[config.mk]
export PLATFORM = sky130hd
export DESIGN_NAME = dma_chan_ctl
export DESIGN_NICKNAME = d
export VERILOG_FILES = /design/src/rtl/dma_chan_ctl_pkg.sv /design/src/rtl/dma_xfer_ctl.sv /design/src/rtl/dma_irq_flag.sv /design/src/rtl/dma_chan_ctl.sv
export SDC_FILE = /design/constraint.sdc
export NUM_CORES = 1
export LEC_CHECK = 0
export BUFFER_PORTS_ARGS = -buffer_cell sky130_fd_sc_hd__buf_4
export CAP_MARGIN = 10
export CORE_AREA = 3 3 40 42
export DETAILED_ROUTE_END_ITERATION = 6
export DIE_AREA = 0 0 43 45
export GPL_TIMING_DRIVEN = 0
export PLACE_DENSITY_LB_ADDON = 0.3
export REMOVE_ABC_BUFFERS = 1
export SYNTH_ARGS = -nofsm -noshare
export SYNTH_HDL_FRONTEND = slang
export SYNTH_SLANG_ARGS = --single-unit
[constraint.sdc]
create_clock -name clk -period 1.3 [get_ports clk]
set_clock_uncertainty 0.2 [all_clocks]
set_input_delay 0 -clock clk [delete_from_list [all_inputs] [get_ports clk]]
set_output_delay 0 -clock clk [all_outputs]
set_load 0.05 [all_outputs]
[src/rtl/dma_chan_ctl_pkg.sv]
`timescale 1ns/1ps
package dma_chan_ctl_pkg;
    localparam int unsigned CTRL_W   = 4;
    localparam int unsigned BIT_EN   = 0;
    localparam int unsigned BIT_IE   = 1;
    localparam int unsigned BIT_BERR = 2;
    localparam int unsigned BIT_IRQF = 3;

    typedef struct packed {
        logic en;
        logic in_blk;
        logic src_pend;
        logic irq_pend;
        logic berr;
    } xfer_st_t;

    typedef struct packed {
        logic irqf;
        logic ie;
    } irq_st_t;
endpackage

[src/rtl/dma_xfer_ctl.sv]
`timescale 1ns/1ps
module dma_xfer_ctl
    import dma_chan_ctl_pkg::*;
(
    input  logic clk,
    input  logic rst_n,
    input  logic standby_i,
    input  logic nmi_i,
    input  logic cyc_end_i,
    input  logic blk_last_i,
    input  logic src_evt_i,
    input  logic wr_en_i,
    input  logic wr_en_bit_i,
    input  logic wr_berr_bit_i,
    input  logic resume_i,
    output logic en_o,
    output logic berr_o,
    output logic stop_pulse_o
);
    xfer_st_t st_d, st_q;
    logic     src_seen;

    always_comb begin
        st_d          = st_q;
        st_d.irq_pend = 1'b0;
        src_seen      = st_q.src_pend | src_evt_i;

        // software writes
        if (wr_en_i) begin
            st_d.berr = st_q.berr & wr_berr_bit_i;
            if (wr_en_bit_i) begin
                st_d.en = 1'b1;
            end else if (!st_q.in_blk) begin
                st_d.en       = 1'b0;
                st_d.src_pend = 1'b0;
            end
        end
        if (resume_i) begin
            st_d.src_pend = 1'b0;
        end

        // normal progress and source-driven stop
        if (st_q.en) begin
            if (src_evt_i) begin
                st_d.src_pend = 1'b1;
            end
            if (cyc_end_i) begin
                st_d.in_blk = !blk_last_i;
                if (blk_last_i && src_seen) begin
                    st_d.en       = 1'b0;
                    st_d.src_pend = 1'b0;
                    st_d.irq_pend = 1'b1;
                end
            end
        end

        // abort by non-maskable interrupt
        if (nmi_i && st_q.en) begin
            st_d.en       = 1'b0;
            st_d.in_blk   = 1'b0;
            st_d.src_pend = 1'b0;
            st_d.irq_pend = src_seen;
            if (st_q.in_blk) begin
                st_d.berr = 1'b1;
            end
        end

        // standby entry
        if (standby_i) begin
            st_d.en       = 1'b0;
            st_d.in_blk   = 1'b0;
            st_d.src_pend = 1'b0;
            st_d.irq_pend = 1'b0;
        end
    end

    always_ff @(posedge clk) begin
        if (!rst_n) begin
            st_q <= '0;
        end else begin
            st_q <= st_d;
        end
    end

    assign en_o         = st_q.en;
    assign berr_o       = st_q.berr;
    assign stop_pulse_o = st_q.irq_pend;


    blk_atomic_chk: assert property (@(posedge clk) disable iff (!rst_n)
        ($fell(st_q.en) && $past(st_q.in_blk && !(cyc_end_i && blk_last_i)))
        |-> $past(nmi_i || standby_i));


    berr_cause_chk: assert property (@(posedge clk) disable iff (!rst_n)
        $rose(st_q.berr) |-> $past(nmi_i && st_q.en && st_q.in_blk));


    standby_stop_chk: assert property (@(posedge clk) disable iff (!rst_n)
        standby_i |=> !st_q.en);
endmodule

[src/rtl/dma_irq_flag.sv]
`timescale 1ns/1ps
module dma_irq_flag
    import dma_chan_ctl_pkg::*;
(
    input  logic clk,
    input  logic rst_n,
    input  logic wr_en_i,
    input  logic wr_ie_bit_i,
    input  logic wr_irqf_bit_i,
    input  logic stop_pulse_i,
    input  logic resume_i,
    input  logic en_i,
    output logic irqf_o,
    output logic ie_o,
    output logic irq_o
);
    irq_st_t st_d, st_q;

    always_comb begin
        st_d = st_q;
        if (wr_en_i) begin
            st_d.ie   = wr_ie_bit_i;
            st_d.irqf = st_q.irqf & wr_irqf_bit_i;
        end
        if (stop_pulse_i) begin
            st_d.irqf = 1'b1;
        end
        if (resume_i) begin
            st_d.irqf = 1'b0;
        end
    end

    always_ff @(posedge clk) begin
        if (!rst_n) begin
            st_q <= '0;
        end else begin
            st_q <= st_d;
        end
    end

    assign irqf_o = st_q.irqf;
    assign ie_o   = st_q.ie;
    assign irq_o  = st_q.irqf & st_q.ie;


    irqf_after_stop_chk: assert property (@(posedge clk) disable iff (!rst_n)
        $rose(st_q.irqf) |-> !en_i);


    resume_withdraw_chk: assert property (@(posedge clk) disable iff (!rst_n)
        resume_i |=> !st_q.irqf);
endmodule

[src/rtl/dma_chan_ctl.sv]
`timescale 1ns/1ps
module dma_chan_ctl
    import dma_chan_ctl_pkg::*;
(
    input  logic              clk,
    input  logic              rst_n,
    input  logic              standby_i,
    input  logic              nmi_i,
    input  logic              cyc_end_i,
    input  logic              blk_last_i,
    input  logic              src_evt_i,
    input  logic              wr_en_i,
    input  logic [CTRL_W-1:0] wr_data_i,
    output logic              en_o,
    output logic              ie_o,
    output logic              berr_o,
    output logic              irqf_o,
    output logic              irq_o
);
    logic en_w;
    logic stop_pulse_w;
    logic resume_w;

    assign resume_w = wr_en_i & wr_data_i[BIT_EN] & ~en_w;

    dma_xfer_ctl i_xfer (
        .clk          (clk),
        .rst_n        (rst_n),
        .standby_i    (standby_i),
        .nmi_i        (nmi_i),
        .cyc_end_i    (cyc_end_i),
        .blk_last_i   (blk_last_i),
        .src_evt_i    (src_evt_i),
        .wr_en_i      (wr_en_i),
        .wr_en_bit_i  (wr_data_i[BIT_EN]),
        .wr_berr_bit_i(wr_data_i[BIT_BERR]),
        .resume_i     (resume_w),
        .en_o         (en_w),
        .berr_o       (berr_o),
        .stop_pulse_o (stop_pulse_w)
    );

    dma_irq_flag i_irq (
        .clk          (clk),
        .rst_n        (rst_n),
        .wr_en_i      (wr_en_i),
        .wr_ie_bit_i  (wr_data_i[BIT_IE]),
        .wr_irqf_bit_i(wr_data_i[BIT_IRQF]),
        .stop_pulse_i (stop_pulse_w),
        .resume_i     (resume_w),
        .en_i         (en_w),
        .irqf_o       (irqf_o),
        .ie_o         (ie_o),
        .irq_o        (irq_o)
    );

    assign en_o = en_w;


    irq_gate_chk: assert property (@(posedge clk) disable iff (!rst_n)
        irq_o |-> (ie_o && irqf_o));
endmodule

==> results.md, run 1 <==
- Min Tclk post-route: roughly 1.2 ns
- WL per Instance: between 10 and 15 um
- First-pass GRT wire length: 1.47 mm
- TritonRoute pass-1 iters: 2
- Synth Cell Area: about 310 sq um
- Worst Max-Slew Pin Slew: about 0.28 ns
- Cells after Synth: 35
- Nets: 79
- WP data arrival: approximately 0.99 ns
- Worst Path Required: approximately 1.1 ns
- Synthesized area per cell: between 8 and 9 sq um
- Top Family by Delay on Critical Path: flip-flops
- Worst Hold End: i_irq.irqf_o
- Fin. max-slew vios: 0
- CTS max path bufs: 2
- Via count: about 370
- Crit path cell chain: buf_4
- CP max stage cell: dfxtp_1
- # IOs: 17
- Total track usage: approximately 11%
- WL final: about 890 um
- Post-DP Area: approximately 450 sq um
- Achievable clock frequency: approximately 0.84 GHz
- Clock transition at the registers of the reported paths: roughly 0.05 ns
- Post-synthesis cell type count: 16
- Pin count of the biggest net entering global routing: 10
- R2R setup slack: about 0.13 ns
- RSZ-0062 raised after global routing: false
- Die X: approximately 43 um
- Worst reg-to-reg path cell count: 2
- FF+latch count, synth: 7
- Post-CTS setup buffers: 0
- LEAKAGE: roughly 0.25 nW
- RR Startpoint: i_xfer.en_o
- Num CTS Buffers: 3
- Antenna violations before repair: 0
- Peak supply drop: between 0.3 and 0.4 mV
- Synth warnings: 0
- Sequential area share after synthesis: between 40 and 50%
- Layout cells sized above 1: approximately a third
- Diodes inserted: 0
- GR Overflow Total: 0
- # setup viols final: 0
- Port Buffers: 16
- Vias in the first global route: 357
- R2r endpoint: i_xfer.st_q[3]
- Die Area: 1940 sq um
- Type of the most critical hold path: reg2reg
- Core area: 1280 sq um
- Hold Crit Depth: 2
- Power density over cell area: just under 900 nW/um^2
- CTS sink count: 7
- Tcrit/Tclk final: roughly nine tenths
- Max-cap violations: 0
- Final hold viol count: 0
- Status: complete, no violations
- # fillers: around 140
- Layout Area Growth over Synthesis: 88.0%
- Worst skew pair latency: 0.25 ns
- Worst Hold Launch: i_xfer.stop_pulse_o
- Clk root buf: clkbuf_4
- HPWL Detailed: around 590 um
- DRC Markers: 0
- Die Y: 45 um
- 1st-iter DRT viols: 5
- Buffers plus inverters on the worst setup path: 1
- Site Rows: 13
- CTS H-tree depth: 1
- CP peak stage delay: ~0.48 ns
- Initial Util: 24.3%
- TritonCTS clock tree: built
- Crit path launch type: flip-flop
- Vias per cell: ~4.6
- Slew margin rel.: slightly above 80%
- Setup_tns: 0 ns
- CP endpoint kind: primary output
- Placer Congestion: just over 0.7
- Post-route cell area: between 500 and 600 sq um
- Setup Crit Path Kind: reg2out
- Antenna-violating nets left: 0
- Maximum fanout along the worst path: 9
## stage by stage
step           cells  hold slack, ns  power, W  setup slack [ns]  utilization (%)
6_report          81           0.218  0.000512             0.114             45.8
5_1_grt           81           0.256  0.000547            0.0618             45.8
4_1_cts           81           0.221  0.000522             0.103             45.8
3_5_place_dp      66         -0.0144  0.000293             0.146             35.2
3_3_place_gp      66         -0.0130  0.000293             0.136             35.2
2_1_floorplan     35          -0.129  0.000252            -0.125                -
## cell usage after synthesis
| master | count | area share [%] |
|---|---|---|
| dfxtp_1 | 7 | 45 |
| o21ai_0 | 5 | 8.0 |
| a21oi_1 | 4 | 6.4 |
| nand2_1 | 4 | 4.8 |
| a21o_1 | 2 | 4.8 |
| inv_1 | 2 | 2.4 |
| nor2b_1 | 2 | 4.0 |
| a21boi_0 | 1 | 2.4 |
| and2_1 | 1 | 2.0 |
| and4bb_2 | 1 | 4.0 |
| mux2i_1 | 1 | 3.2 |
| nand3_1 | 1 | 1.6 |
| nand4b_1 | 1 | 2.8 |
| nor2_1 | 1 | 1.2 |
| nor4b_2 | 1 | 4.8 |
| o2111ai_1 | 1 | 2.8 |
## cell type report
type | instances | area (sq um) | area share [%]
Timing Repair Buffer | 27 | 230 | 39.1
Sequential cell | 7 | 140 | 23.8
Multi-Input combinational cell | 26 | 165 | 28.1
Tap cell | 15 | 18.8 | 3.19
Clock buffer | 4 | 26.3 | 4.47
Inverter | 2 | 7.51 | 1.28
## sequential cells by signal, summed over array words and instances, names as in the netlist
name	cells
i_irq.ie_o	1
i_irq.irqf_o	1
i_xfer.berr_o	1
i_xfer.en_o	1
i_xfer.st_q	2
i_xfer.stop_pulse_o	1
## logic make-up (layout without fill, tap and decap cells)
logic type	Yosys count	in the layout	share of synthesized area, %
buf+inv	2	33	2.40
compound gates	13	13	24.4
simple gates	12	12	25.2
flops	7	7	44.8
mux	1	1	3.20
## power by group
part / total (W) / internal (W) / switching [W]
clock network: 0.000197 / 0.000117 / 0.0000797
logic: 0.0000926 / 0.0000560 / 0.0000365
registers: 0.000222 / 0.000218 / 0.00000394
## how the worst max path moves through the flow
| stage | depth (start not counted) | slack, ns | end | startpoint |
|---|---|---|---|---|
| finish | 1 | 0.11 | en_o | i_xfer.en_o |
| global route | 1 | 0.06 | en_o | i_xfer.en_o |
| CTS | 1 | 0.10 | en_o | i_xfer.en_o |
| detailed placement | 2 | 0.15 | i_xfer.st_q[3] | i_xfer.en_o |
| global placement | 2 | 0.14 | i_xfer.st_q[3] | i_xfer.en_o |
| floorplan | 2 | -0.12 | i_xfer.st_q[3] | i_xfer.en_o |
## cells in the final DEF (no fill, tap or decap), drive strengths merged
cell         synthesis  routed
a21oi                4       4
dfxtp                7       7
clkbuf               0       4
buf                  0      16
nand2                4       4
o2111ai              1       1
o21ai                5       5
nor2b                2       2
mux2i                1       1
nor4b                1       1
nand3                1       1
inv                  2       2
nor2                 1       1
a21o                 2       2
and4bb               1       1
and2                 1       1
a21boi               1       1
dlygate4sd3          0      11
nand4b               1       1
## per-layer routing
layer,GRT usage (%),wire length [um],up-vias
met2,17.1,448,14
met1,11.4,360,164
met5,0,0,-
met3,3.98,66,2
met4,10.8,13,0
li1,-,-,192
## what timing repair did
| action | CTS | global route |
|---|---|---|
| hold endpoints to repair | 7 | 0 |
| hold buffers | 11 | 0 |
| resized for setup | 0 | 0 |
No activity file was read; power rests on OpenSTA's default activity.
==> run 2, diff against run 1 <==
Settings changed: GPL_TIMING_DRIVEN 0 to not set.
==> run 2 against run 1 <==
- via count shrank 0.81%
- critical path depth is the same
- register-to-register slack gained 0.02 ns
- final cell count is the same
- largest cell class unchanged
- clock power shrank 3%
- power shrank 0.99%
- worst hold slack gained 0.0069 ns
==> results.md, run 2 (same netlist as run 1, synthesis figures left out) <==
- Status: complete, no violations
- Achievable clock frequency: 0.848 GHz (+0.57%)
- R2R setup slack: 0.15 ns (+0.02 ns)
- GR Overflow Total: 0 (unchanged)
- LEAKAGE: 0.251 nW (unchanged)
- Reg with most FFs: i_xfer.st_q
- Post-cts sizing count: 0 (unchanged)
- Most frequent cells in the layout: buf_4, dlygate4sd3_1, dfxtp_1
- Die Y: 45 um (unchanged)
- Worst setup startpoint: i_xfer.en_o
- CP endpoint kind: primary output
- Crit path launch type: flip-flop
- Vias in the first global route: 353 (-1.1%)
- CP peak stage delay: 0.47 ns (about the same)
- RR Startpoint: i_xfer.en_o
- Diodes inserted: 0 (unchanged)
- Placer Congestion: 0.703 (-0.76%)
- Total track usage: 10.1% (-0.91 points)
- Via count: 369 (-0.81%)
- Type of the most critical hold path: reg2reg
- Number of flip-flops in the largest register: 2 (unchanged)
- CTS H-tree depth: 1 (unchanged)
- # hold bufs at CTS: 11 (unchanged)
- Buffers plus inverters on the worst setup path: 1 (unchanged)
- Vias per cell: 4.56 (-0.81%)
- Worst Max-Slew Pin Slew: 0.278 ns (-0.00194 ns)
- 1st-iter DRT viols: 4 (-1)
- Setup Crit Path Kind: reg2out
- Antenna violations before repair: 0 (unchanged)
- Core area: 1280 sq um (unchanged)
- Worst Path Required: 1.10 ns (about the same)
- CTS sink count: 7 (unchanged)
- Worst skew pair latency: 0.24 ns (about the same)
- Most common cell after layout, fill and taps aside: buf_4
- Die X: 43 um (unchanged)
- R2r endpoint: i_xfer.st_q[2]
- Antenna-violating nets left: 0 (unchanged)
- Final hold viol count: 0 (unchanged)
- Pin count of the biggest net entering global routing: 10 (unchanged)
- WP data arrival: 0.98 ns (about the same)
- Clock transition at the registers of the reported paths: 0.05 ns (about the same)
- DRC Markers: 0 (unchanged)
- Layout cells sized above 1: 31.8% (unchanged)
- Num CTS Buffers: 3 (unchanged)
- WL final: 842 um (-5.2%)
- Worst reg-to-reg path cell count: 3 (+1)
- Port Buffers: 16 (unchanged)
- # IOs: 17 (unchanged)
- Power density over cell area: 862 nW/um^2 (-0.99%)
- Site Rows: 13 (unchanged)
- Min Tclk post-route: 1.18 ns (-0.00667 ns)
- Cells after DPL: 66 (unchanged)
- # setup viols final: 0 (unchanged)
- CP max stage cell: dfxtp_1
- First-pass GRT wire length: 1.41 mm (-4.2%)
- Clk root buf: clkbuf_4
- Maximum fanout along the worst path: 9 (unchanged)
- Initial Util: 24.3% (unchanged)
- Hold Crit Depth: 2 (unchanged)
- Slew margin rel.: 81.4% (+0.13 points)
- Layout Area Growth over Synthesis: 88.0% (unchanged)
- Fin. max-slew vios: 0 (unchanged)
- Max-cap violations: 0 (unchanged)
- Finished Layout Cells: 81 (unchanged)
- Worst Hold End: i_irq.irqf_o
- Crit path cell chain: buf_4
- Top Family by Delay on Critical Path: flip-flops
- Post-layout util: 45.8% (unchanged)
- CTS max path bufs: 2 (unchanged)
- Tcrit/Tclk final: 90.7% (-0.51 points)
- Worst Hold Launch: i_xfer.stop_pulse_o
- WL per Instance: 10.4 um (-5.2%)
- Nets: 79 (unchanged)
- TritonCTS clock tree: built
- Die Area: 1940 sq um (unchanged)
- Peak supply drop: 0.403 mV (+3.1%)
- TritonRoute pass-1 iters: 3 (+1)
- Post-CTS setup buffers: 0 (unchanged)
- RSZ-0062 raised after global routing: false
## run 2: cell counts in the layout (fill, tap and decap cells not counted)
Identical to the previous run, type by type.
## run 2: cell type report
class | instances | area [sq um]
multi-input cells | 26 | 165
flip-flops and latches | 7 | 140
repair buffers | 27 | 230
inverters | 2 | 7.51
well taps | 15 | 18.8
clock buffers | 4 | 26.3
fillers | 133 | 697
## run 2: power by group
part	internal, W	switching [W]
combinational	0.0000560	0.0000363
sequential	0.000218	0.00000397
clock	0.000117	0.0000751
total	0.000391	0.000115
## run 2: worst max-delay path by stage
stage / cells after the start / endpoint
floorplan: 2 / i_xfer.st_q[3]
global placement: 2 / i_xfer.st_q[3]
detailed placement: 3 / i_xfer.st_q[2]
CTS: 1 / en_o
global route: 2 / i_xfer.stop_pulse_o
finish: 1 / en_o
## run 2: metrics by stage
step                      hold WS (ns)  total power [W]  setup slack, ns  instance area (sq um)  TNS (ns)
after global placement         -0.0121         0.000293            0.204                    452         0
after global routing             0.258         0.000542           0.0392                    588         0
after CTS                        0.222         0.000517            0.130                    588         0
after detailed placement      -0.00750         0.000293            0.181                    452         0
final                            0.225         0.000507            0.121                    588         0
after floorplan                 -0.129         0.000252           -0.125                    313    -0.411
## run 2: routing by layer
metal | vias up | global-route usage (%) | share of wire [%]
met4 | 0 | 7.23 | 0.71
met5 | - | 0 | 0
met3 | 2 | 2.39 | 7.0
met2 | 14 | 17.7 | 51
met1 | 164 | 10.7 | 41
li1 | 189 | - | -
